### src/rtl/dmawin_pkg.sv
package dmawin_pkg;
  localparam int NWIN  = 4;
  localparam int WIN_W = 2;
  // configuration address of the invalidate-all register
  localparam logic [3:0] CFG_FLUSH_ADDR = 4'd12;

  typedef enum logic {ST_IDLE, ST_WALK} walk_st_e;
endpackage

### src/rtl/dmawin_regs.sv
module dmawin_regs
  import dmawin_pkg::*;
#(
  parameter int ADDR_W     = 32,
  parameter int PAGE_SHIFT = 13
) (
  input  logic                         clk,
  input  logic                         rst_n,
  input  logic                         cfg_we,
  input  logic [3:0]                   cfg_addr,
  input  logic [ADDR_W-1:0]            cfg_wdata,
  output logic [ADDR_W-1:0]            cfg_rdata,
  output logic [NWIN-1:0][ADDR_W-1:0]  base_q,
  output logic [NWIN-1:0][ADDR_W-1:0]  mask_q,
  output logic [NWIN-1:0][ADDR_W-1:0]  tbase_q,
  output logic                         flush_o
);
  localparam logic [ADDR_W-1:0] FIELD = ~((ADDR_W'(1) << PAGE_SHIFT) - ADDR_W'(1));
  localparam logic [ADDR_W-1:0] FLAGS = ADDR_W'(3);

  assign flush_o = cfg_we && (cfg_addr == CFG_FLUSH_ADDR);

  always_ff @(posedge clk or negedge rst_n) begin
    if (!rst_n) begin
      base_q  <= '0;
      mask_q  <= '0;
      tbase_q <= '0;
    end else if (cfg_we) begin
      unique case (cfg_addr[3:2])
        2'd0:    base_q[cfg_addr[1:0]]  <= cfg_wdata & (FIELD | FLAGS);
        2'd1:    mask_q[cfg_addr[1:0]]  <= cfg_wdata & FIELD;
        2'd2:    tbase_q[cfg_addr[1:0]] <= cfg_wdata;
        default: ;
      endcase
    end
  end

  always_comb begin
    unique case (cfg_addr[3:2])
      2'd0:    cfg_rdata = base_q[cfg_addr[1:0]];
      2'd1:    cfg_rdata = mask_q[cfg_addr[1:0]];
      2'd2:    cfg_rdata = tbase_q[cfg_addr[1:0]];
      default: cfg_rdata = '0;
    endcase
  end
endmodule

### src/rtl/dmawin_match.sv
module dmawin_match
  import dmawin_pkg::*;
#(
  parameter int ADDR_W     = 32,
  parameter int PAGE_SHIFT = 13
) (
  input  logic                         clk,
  input  logic                         rst_n,
  input  logic [ADDR_W-1:0]            addr_i,
  input  logic [NWIN-1:0][ADDR_W-1:0]  base_i,
  input  logic [NWIN-1:0][ADDR_W-1:0]  mask_i,
  output logic                         hit_o,
  output logic [WIN_W-1:0]             win_o,
  output logic                         sg_o,
  output logic [ADDR_W-1:0]            off_o
);
  localparam logic [ADDR_W-1:0] LOW   = (ADDR_W'(1) << PAGE_SHIFT) - ADDR_W'(1);
  localparam logic [ADDR_W-1:0] FIELD = ~LOW;

  logic [NWIN-1:0]             hit_vec;
  logic [NWIN-1:0]             grant;
  logic [NWIN-1:0][ADDR_W-1:0] off_vec;

  for (genvar g = 0; g < NWIN; g++) begin : g_win
    logic [ADDR_W-1:0] b, m;
    assign b          = base_i[g] & FIELD;
    assign m          = mask_i[g] | LOW;
    assign off_vec[g] = addr_i - b;
    assign hit_vec[g] = base_i[g][0] && (addr_i >= b) && (off_vec[g] <= m);
  end

  // lowest-numbered covering window wins
  always_comb begin
    grant = '0;
    win_o = '0;
    for (int i = NWIN - 1; i >= 0; i--) begin
      if (hit_vec[i]) begin
        grant = '0;
        grant[i] = 1'b1;
        win_o = WIN_W'(i);
      end
    end
  end

  assign hit_o = |hit_vec;
  assign sg_o  = base_i[win_o][1];
  assign off_o = off_vec[win_o];

  assert_grant_onehot_R4: assert property (@(posedge clk) disable iff (!rst_n)
    $onehot0(grant) && ((|grant) == hit_o));
endmodule

### src/rtl/dmawin_tlb.sv
module dmawin_tlb
  import dmawin_pkg::*;
#(
  parameter int ADDR_W     = 32,
  parameter int PAGE_SHIFT = 13,
  parameter int DEPTH      = 8
) (
  input  logic                     clk,
  input  logic                     rst_n,
  input  logic                     flush_i,
  input  logic [WIN_W-1:0]         lk_win,
  input  logic [ADDR_W-PAGE_SHIFT-1:0] lk_idx,
  output logic                     lk_hit,
  output logic [ADDR_W-1:0]        lk_pte,
  input  logic                     ins_i,
  input  logic [WIN_W-1:0]         ins_win,
  input  logic [ADDR_W-PAGE_SHIFT-1:0] ins_idx,
  input  logic [ADDR_W-1:0]        ins_pte
);
  localparam int IDXW = ADDR_W - PAGE_SHIFT;
  localparam int PTRW = (DEPTH > 1) ? $clog2(DEPTH) : 1;

  logic [DEPTH-1:0]  vld_q;
  logic [WIN_W-1:0]  win_q [DEPTH];
  logic [IDXW-1:0]   idx_q [DEPTH];
  logic [ADDR_W-1:0] pte_q [DEPTH];
  logic [PTRW-1:0]   rr_q;
  logic [DEPTH-1:0]  hit_vec;

  for (genvar g = 0; g < DEPTH; g++) begin : g_ent
    assign hit_vec[g] = vld_q[g] && (win_q[g] == lk_win) && (idx_q[g] == lk_idx);
  end

  always_comb begin
    lk_pte = '0;
    for (int i = 0; i < DEPTH; i++)
      if (hit_vec[i]) lk_pte = lk_pte | pte_q[i];
  end
  assign lk_hit = |hit_vec;

  always_ff @(posedge clk or negedge rst_n) begin
    if (!rst_n) begin
      vld_q <= '0;
      rr_q  <= '0;
      for (int i = 0; i < DEPTH; i++) begin
        win_q[i] <= '0;
        idx_q[i] <= '0;
        pte_q[i] <= '0;
      end
    end else if (flush_i) begin
      vld_q <= '0;
    end else if (ins_i) begin
      vld_q[rr_q] <= 1'b1;
      win_q[rr_q] <= ins_win;
      idx_q[rr_q] <= ins_idx;
      pte_q[rr_q] <= ins_pte;
      rr_q        <= (rr_q == PTRW'(DEPTH - 1)) ? '0 : rr_q + PTRW'(1);
    end
  end

  assert_tag_unique_R10: assert property (@(posedge clk) disable iff (!rst_n)
    $onehot0(hit_vec));
  assert_flush_empties_R11: assert property (@(posedge clk) disable iff (!rst_n)
    flush_i |=> !lk_hit);
endmodule

### src/rtl/dmawin_xlate.sv
module dmawin_xlate
  import dmawin_pkg::*;
#(
  parameter int ADDR_W     = 32,
  parameter int PAGE_SHIFT = 13,
  parameter int TLB_DEPTH  = 8
) (
  input  logic              clk,
  input  logic              rst_n,
  input  logic              cfg_we,
  input  logic [3:0]        cfg_addr,
  input  logic [ADDR_W-1:0] cfg_wdata,
  output logic [ADDR_W-1:0] cfg_rdata,
  input  logic              req_valid,
  input  logic [ADDR_W-1:0] req_addr,
  output logic              req_ready,
  output logic              rsp_valid,
  output logic [ADDR_W-1:0] rsp_addr,
  output logic              rsp_fault,
  output logic              rsp_miss,
  output logic              pt_req,
  output logic [ADDR_W-1:0] pt_addr,
  input  logic              pt_valid,
  input  logic [ADDR_W-1:0] pt_data
);
  localparam int IDXW   = ADDR_W - PAGE_SHIFT;
  localparam int PTE_SH = $clog2(ADDR_W / 8);

  function automatic logic [ADDR_W-1:0] sg_phys(input logic [ADDR_W-1:0] pte,
                                                input logic [PAGE_SHIFT-1:0] pg);
    return ((pte >> 1) << PAGE_SHIFT) | ADDR_W'(pg);
  endfunction

  function automatic logic [ADDR_W-1:0] pte_addr(input logic [ADDR_W-1:0] tb,
                                                 input logic [IDXW-1:0] idx);
    return tb + (ADDR_W'(idx) << PTE_SH);
  endfunction

  logic [NWIN-1:0][ADDR_W-1:0] base_q, mask_q, tbase_q;
  logic              flush;
  logic              m_hit, m_sg;
  logic [WIN_W-1:0]  m_win;
  logic [ADDR_W-1:0] m_off;
  logic [IDXW-1:0]   lk_idx;
  logic              tlb_hit;
  logic [ADDR_W-1:0] tlb_pte;
  logic              install;

  walk_st_e             state;
  logic [WIN_W-1:0]     w_win;
  logic [IDXW-1:0]      w_idx;
  logic [PAGE_SHIFT-1:0] w_pg;
  logic                 kill;

  dmawin_regs #(.ADDR_W(ADDR_W), .PAGE_SHIFT(PAGE_SHIFT)) u_regs (
    .clk, .rst_n, .cfg_we, .cfg_addr, .cfg_wdata, .cfg_rdata,
    .base_q, .mask_q, .tbase_q, .flush_o(flush));

  dmawin_match #(.ADDR_W(ADDR_W), .PAGE_SHIFT(PAGE_SHIFT)) u_match (
    .clk, .rst_n, .addr_i(req_addr), .base_i(base_q), .mask_i(mask_q),
    .hit_o(m_hit), .win_o(m_win), .sg_o(m_sg), .off_o(m_off));

  assign lk_idx  = IDXW'(m_off >> PAGE_SHIFT);
  assign install = (state == ST_WALK) && pt_valid && pt_data[0] && !kill && !flush;

  dmawin_tlb #(.ADDR_W(ADDR_W), .PAGE_SHIFT(PAGE_SHIFT), .DEPTH(TLB_DEPTH)) u_tlb (
    .clk, .rst_n, .flush_i(flush),
    .lk_win(m_win), .lk_idx(lk_idx), .lk_hit(tlb_hit), .lk_pte(tlb_pte),
    .ins_i(install), .ins_win(w_win), .ins_idx(w_idx), .ins_pte(pt_data));

  assign req_ready = (state == ST_IDLE);

  always_ff @(posedge clk or negedge rst_n) begin
    if (!rst_n) begin
      state     <= ST_IDLE;
      rsp_valid <= 1'b0;
      rsp_addr  <= '0;
      rsp_fault <= 1'b0;
      rsp_miss  <= 1'b0;
      pt_req    <= 1'b0;
      pt_addr   <= '0;
      w_win     <= '0;
      w_idx     <= '0;
      w_pg      <= '0;
      kill      <= 1'b0;
    end else begin
      rsp_valid <= 1'b0;
      pt_req    <= 1'b0;
      unique case (state)
        ST_IDLE: if (req_valid) begin
          if (!m_hit) begin
            rsp_valid <= 1'b1; rsp_miss <= 1'b1; rsp_fault <= 1'b0; rsp_addr <= '0;
          end else if (!m_sg) begin
            rsp_valid <= 1'b1; rsp_miss <= 1'b0; rsp_fault <= 1'b0; rsp_addr <= m_off;
          end else if (tlb_hit) begin
            rsp_valid <= 1'b1; rsp_miss <= 1'b0; rsp_fault <= 1'b0;
            rsp_addr  <= sg_phys(tlb_pte, req_addr[PAGE_SHIFT-1:0]);
          end else begin
            state   <= ST_WALK;
            pt_req  <= 1'b1;
            pt_addr <= pte_addr(tbase_q[m_win], lk_idx);
            w_win   <= m_win;
            w_idx   <= lk_idx;
            w_pg    <= req_addr[PAGE_SHIFT-1:0];
            kill    <= 1'b0;
          end
        end
        ST_WALK: begin
          if (flush) kill <= 1'b1;
          if (pt_valid) begin
            state     <= ST_IDLE;
            rsp_valid <= 1'b1;
            rsp_miss  <= 1'b0;
            rsp_fault <= !pt_data[0];
            rsp_addr  <= pt_data[0] ? sg_phys(pt_data, w_pg) : '0;
          end
        end
        default: state <= ST_IDLE;
      endcase
    end
  end

  assert_rsp_cause_R5: assert property (@(posedge clk) disable iff (!rst_n)
    rsp_valid |-> ($past(req_valid && req_ready) || $past(pt_valid)));
  assert_miss_clean_R3: assert property (@(posedge clk) disable iff (!rst_n)
    (rsp_valid && rsp_miss) |-> (rsp_addr == '0 && !rsp_fault));
  assert_fault_clean_R8: assert property (@(posedge clk) disable iff (!rst_n)
    (rsp_valid && rsp_fault) |-> (rsp_addr == '0));
  // the walk holds the request side off after its single read strobe
  assert_single_read_R6: assert property (@(posedge clk) disable iff (!rst_n)
    pt_req |=> (!pt_req && !req_ready));
endmodule

### config.mk
export PLATFORM = sky130hd
export DESIGN_NAME = dmawin_xlate
export DESIGN_NICKNAME = d
export VERILOG_FILES = /design/src/rtl/dmawin_pkg.sv /design/src/rtl/dmawin_regs.sv /design/src/rtl/dmawin_match.sv /design/src/rtl/dmawin_tlb.sv /design/src/rtl/dmawin_xlate.sv
export SDC_FILE = /design/constraint.sdc
export NUM_CORES = 2
export LEC_CHECK = 0
export BUFFER_PORTS_ARGS = -buffer_cell sky130_fd_sc_hd__buf_2
export CAP_MARGIN = 20
export CORE_MARGIN = 3
export CORE_UTILIZATION = 30
export DETAILED_ROUTE_END_ITERATION = 6
export HOLD_SLACK_MARGIN = 0.06
export PLACE_DENSITY = 0.48
export SYNTH_ARGS = -nofsm -noshare
export SYNTH_HDL_FRONTEND = slang
export SYNTH_SLANG_ARGS = --single-unit
### constraint.sdc
create_clock -name clk -period 10.5 [get_ports clk]
set_input_delay 0.525 -clock clk [delete_from_list [all_inputs] [get_ports clk]]
set_output_delay 0.525 -clock clk [all_outputs]
set_load 0.03 [all_outputs]
# ---- Yosys cells after proc, flatten, opt, wreduce, memory -nomap -nowiden
# Index checks and enable logic that the tools add are counted.
dict set report word_totals {
  wordCells 237
  output_inout_bits 101
  ff_bits 923
}
dict set report classes {
  bitwise 14
  n_eq_ne 27
  add_sub_neg 6
  n_lt_le_gt_ge 15
  n_reduce_logical 46
  muxes 80
}
# cell n
set ops {}
lappend ops {{$mux 32} 13}
lappend ops {{$bmux 32 s2} 6}
lappend ops {{$bwmux 128} 3}
lappend ops {{$bwmux 256} 1}
lappend ops {{$mux 20} 8}
lappend ops {{$bwmux 152} 1}
lappend ops {{$eq 19x19->1} 8}
lappend ops {{$or 20x20->20} 7}
lappend ops {{$ge 32x32->1} 4}
lappend ops {{$le 32x32->1} 4}
lappend ops {{$sub 32x32->32} 4}
lappend ops {{$demux 32 s3} 1}
lappend ops {{$pmux 32 s3} 1}
lappend ops {{$demux 32 s2} 1}
lappend ops {{$or 32x13->32} 2}
lappend ops {{$pmux 32 s2} 1}
lappend ops {{$demux 19 s3} 1}
lappend ops {{$add 32x21->32} 1}
lappend ops {{$logic_and 1x1->1} 32}
lappend ops {{$mux 1} 25}
lappend ops {{$mux 19} 1}
lappend ops {{$bwmux 16} 1}
lappend ops {{$eq 2x2->1} 8}
lappend ops {{$mux 8} 2}
lappend ops {{30 further kinds} 52}

# ---- Depth between registers and ports, before layout
dict set report depth {
  ltp_word 32
  ltp_mapped 49
  depth_no_buf 40
}

# ---- Modules after synthesis
# A second synthesis with hierarchy kept.
dict set report hier_totals {
  cells_unflattened 4104
  hier_area_um2 47423.0
}
# module cells_each area_per_inst_um2 seq_area_each_um2 instances
set modules_own_cells {}
lappend modules_own_cells {dmawin_tlb 1556 20507.2 10885.4 1}
lappend modules_own_cells {dmawin_regs 912 13744.4 7206.9 1}
lappend modules_own_cells {dmawin_match 948 6850.3 0.0 1}
lappend modules_own_cells {dmawin_xlate 688 6321.1 2602.5 1}

# ---- Worst setup path before layout
# No wires, ideal clock.
dict set report synth_path {
  kind {input to register}
  start {input port req_addr[13]}
  end {register pt_addr[28]}
  required_ps 10375
  path_stages 46
  slack_ps 666
  arrival_ps 9709
  path_buffers 8
  setup_time_ps 125
  path_cell_list {inv_1 -> ha_1 -> fa_1 -> nand2b_1 -> a21oi_1 -> o31a_1 -> o31ai_1 -> o21a_1 -> or4_1 -> o311ai_1 -> ha_1 -> nand4_1 -> nor2_1 -> a211o_1 -> a32o_1 -> nand3_2 -> o31a_1 -> buf_2 -> (+10 left out) -> inv_1 -> fa_1 -> nor2b_1 -> o21ai_0 -> a21boi_0 -> o21ai_0 -> a21boi_0 -> o21ai_0 -> a21boi_0 -> o21ai_0 -> a211oi_1 -> o41a_1 -> o21ai_0 -> a21boi_0 -> o21ai_0 -> nor3_1 -> xnor2_1 -> mux2_2}
}
dict set report synth_via {
  elab_chain_len 14
  word_cells_on_any_way 67
}
# item line
set synth_lines {}
lappend synth_lines {{start, declared} dmawin_xlate.sv:15} ;# input logic [ADDR_W-1:0] req_addr,
lappend synth_lines {{branches (longest 14 deep; another with $sub 32x32->32)} n/a}
lappend synth_lines {{end signal, assigned} dmawin_xlate.sv:101} ;# pt_addr <= pte_addr(tbase_q[m_win], lk_idx);
lappend synth_lines {{end, declared} dmawin_xlate.sv:22} ;# output logic [ADDR_W-1:0] pt_addr,
# Parallel ways; which one is timed is not known. The select of a mux whose other input is x is not followed.
# A chain may end at the register's enable or synchronous reset.

# ---- Final worst setup path
dict set report layout_path {
  start {register u_regs.base_q[77] in the netlist's numbering}
  end {register pt_addr[28]}
}
dict set report layout_via {
  elab_chain_len 13
  word_cells_on_any_way 51
}
# item line
set layout_lines {}
lappend layout_lines {{start, declared} dmawin_regs.sv:13} ;# output logic [NWIN-1:0][ADDR_W-1:0] base_q,
lappend layout_lines {{start signal, assigned by index} dmawin_regs.sv:30} ;# 2'd0: base_q[cfg_addr[1:0]] <= cfg_wdata & (FIELD | FLAGS);
lappend layout_lines {{branches (longest 13 deep; another with $sub 32x32->32)} n/a}
# Parallel ways; which one is timed is not known. The select of a mux whose other input is x is not followed.

==> results_dict.tcl <==
set metrics [dict create \
    crit_fanout 16 \
    slowest_stage "a221oi_1" \
    post_cts_resized 0 \
    timing.final.max_slew_violations 0 \
    grt_antenna_before_repair 18 \
    ios 206 \
    post-route-min-period_ps 9760 \
    p_per_area_nw_per_um2 321 \
    cts.sinks 723 \
    avgSynthCellArea_um2 10.2 \
    drive_above_1_share_pct 25.6 \
    insertion_delay_ps 720 \
    gp_congestion 0.955 \
    track_usage_pct 21.9 \
    cts_max_level 3 \
    ys.flop_type "dfrtp_1" \
    overflow 0 \
    cts_buffers 87 \
    start_util_pct 30.4 \
    detail-route-antenna-nets 0 \
    rsz0062_at_grt "false" \
    cp_data_required_time_ps 11090 \
    setup_ws_ps 743 \
    first_pass_iters 5 \
    synthDistinctLibCells 112 \
    ys_ff_latch 723 \
    yosysWarnings 0 \
    swShare_pct 47.4 \
    die_w_um 389 \
    clock_skew_ps 39.4 \
    p_clk_share_pct 19.8 \
    syn_nets 4581 \
    relSlewSlack_pct 28.3 \
    setup_viol 0 \
    cap_violations 0 \
    areaGrowthSynthToFinish_pct 15.3 \
    dpl.hpwl_um 124000 \
    period_share_pct 92.9 \
    vias 35403 \
    max_clock_freq_mhz 102 \
    crit_type "reg -> reg" \
    die-height_um 389 \
    min_path_type "in -> reg" \
    comb_power_share_pct 55.3 \
    leakage_nw 22.8 \
    p_int_w 0.00856 \
    drt_iter0_drc 3214 \
    critPathLaunchType "flop" \
    async_flop_share_pct 100 \
    cts_buffer_depth 3 \
    pre_cts_slack_ps 478 \
    hold_viol 0 \
    cp_common_cell "o21ai_0" \
    syn_area_um2 44000 \
    core_area_um2 145000 \
    worstMarginPinSlew_ps 1070 \
    routed_wl_um 169000 \
    dieArea_um2 151000 \
    grt_first_pass_wirelength_um 247000 \
    clockRootBuffer "clkbuf_16" \
    first_global_vias 34562 \
    p_switching_w 0.00773 \
    tritoncts "built" \
    fillers 14772 \
    clk_pin_slew_ps 60 \
    avgRoutedWirePerCell_um 26.2 \
    yosysSeqAreaShare_pct 41.1 \
    p_seq_share_pct 24.9 \
    end_kind "flop" \
    nets 4760 \
    port_buffers 193 \
    worst_path_largest_cell_delay_ps 540 \
    cp_data_arrival_time_ps 10350 \
    grt_max_degree 163 \
    run_status "completed" \
    row_count 139 \
    post_cts.repair.setup_buffers 0 \
    synthesis.instances 4298 \
    drc 0 \
    ir_drop_mv 0.205 \
    synth-edff-count 0 \
    tns_ps 0 \
    vias_per_cell 5.48 \
]
-- power groups by stage --
stage,Combinational (W),Sequential [W],Clock (W)
after floorplan,0.00534,0.00409,0
after global placement,0.00883,0.00407,0
after detailed placement,0.00887,0.00408,0
after CTS,0.00892,0.00404,0.00331
after global routing,0.00964,0.00413,0.00341
final,0.00900,0.00405,0.00323
-- synthesized netlist by cell type (all sizes together) (58+ instances only) --
master | count | area share, %
dfrtp | 723 | 41
o21ai | 246 | 2.8
mux2 | 548 | 14
xnor2 | 119 | 2.4
inv | 310 | 2.6
a21oi | 147 | 1.7
nand2 | 431 | 3.7
mux4 | 72 | 3.7
nand4 | 58 | 0.82
clkbuf | 170 | 1.4
xor2 | 72 | 1.4
buf | 77 | 0.92
nor3 | 66 | 0.78
ha | 173 | 4.9
nand3 | 86 | 0.99
nor2 | 171 | 1.5
-- critical path: cells and delay by family, from the launching register on --
family	cells	cell delay, ps
flops	1	430
xor+xnor	1	120
buf+inv	3	630
compound gates	20	4880
fa+ha+maj	4	1290
simple gates	9	1520
mux	2	700
-- timing repair --
item | in CTS | in global routing
hold endpoints to repair | 129 | 0
hold buffers | 15 | 0
setup endpoints to repair | 0 | 0
-- routing by layer --
layer | GRT usage, % | wire [um]
met1 | 31.2 | 77400
met2 | 34.5 | 76000
met4 | 6.60 | 4950
met3 | 3.10 | 10500
met5 | 0 | 61
-- flip-flops by register name, indices dropped and copies added (netlist names), 2 cells and up --
| register | count |
|---|---|
| u_regs.tbase_q | 128 |
| u_tlb.pte_q | 152 |
| pt_addr | 32 |
| rsp_addr | 32 |
| u_tlb.idx_q | 152 |
| w_win | 2 |
| u_tlb.rr_q | 3 |
| u_tlb.vld_q | 8 |
| w_idx | 19 |
| u_regs.base_q | 84 |
| u_tlb.win_q | 16 |
| u_regs.mask_q | 76 |
| w_pg | 13 |
-- path summary, 6_finish.rpt --
check | startpoint | slack [ps] | cells after the start | end
min reg2reg | u_tlb.vld_q[4] | 470 | 1 | u_tlb.vld_q[4]
max in group asynchronous | rst_n | 7860 | 4 | u_tlb.pte_q[10]
min | cfg_wdata[2] | 110 | 2 | u_regs.tbase_q[34]
max reg2reg | u_regs.base_q[77] | 740 | 39 | pt_addr[28]
min in group asynchronous | rst_n | 480 | 2 | u_tlb.idx_q[87]
max | u_regs.base_q[77] | 740 | 39 | pt_addr[28]
-- metrics by stage --
step / instance area, um^2 / instances / power, W / util (%) / hold slack [ps]
after CTS: 50700 / 6450 / 0.0163 / 35.1 / 60.5
after global routing: 50700 / 6450 / 0.0172 / 35.1 / 94.4
after detailed placement: 47500 / 6276 / 0.0130 / 32.9 / 462
final: 50800 / 6457 / 0.0163 / 35.1 / 113
after global placement: 47500 / 6276 / 0.0129 / 32.9 / 453
after floorplan: 44000 / 4298 / 0.00943 / - / 229
-- logic make-up after synthesis --
family | synth area share [%]
xor+xnor | 3.80
simple gates | 12.2
fa+ha+maj | 5.14
flops | 41.1
buf+inv | 5.01
compound gates | 13.7
mux | 19.0
-- layout by cell type, fill, tap and decap left out, drive strengths merged, types with 21 or more instances in the layout --
cell | synthesis | layout
a211oi | 35 | 35
a21boi | 22 | 22
a21o | 41 | 41
a21oi | 147 | 147
a31oi | 51 | 51
a32oi | 21 | 21
and2 | 41 | 41
and3 | 55 | 55
buf | 77 | 322
clkbuf | 170 | 118
clkinv | 0 | 26
dfrtp | 723 | 723
ha | 173 | 173
inv | 310 | 314
mux2 | 548 | 548
mux2i | 55 | 55
mux4 | 72 | 72
nand2 | 431 | 431
nand3 | 86 | 86
nand4 | 58 | 58
nor2 | 171 | 171
nor2b | 21 | 21
nor3 | 66 | 66
nor4 | 33 | 33
o2111ai | 22 | 22
o211ai | 21 | 21
o21a | 21 | 21
o21ai | 246 | 246
o221ai | 57 | 57
xnor2 | 119 | 119
xor2 | 72 | 72
-- layout make-up --
type,instances,area (um^2),share of cell area [%]
multi-input combinational,3018,23900,47.0
sequential,723,18100,35.6
clock buffer,118,2500,4.93
tap,1903,2380,4.69
timing repair buffer,337,2190,4.31
inverter,310,1160,2.29
clock inverter,41,542,1.07
antenna,7,17.5,0.0345
Power figures use the tool's default switching activity.
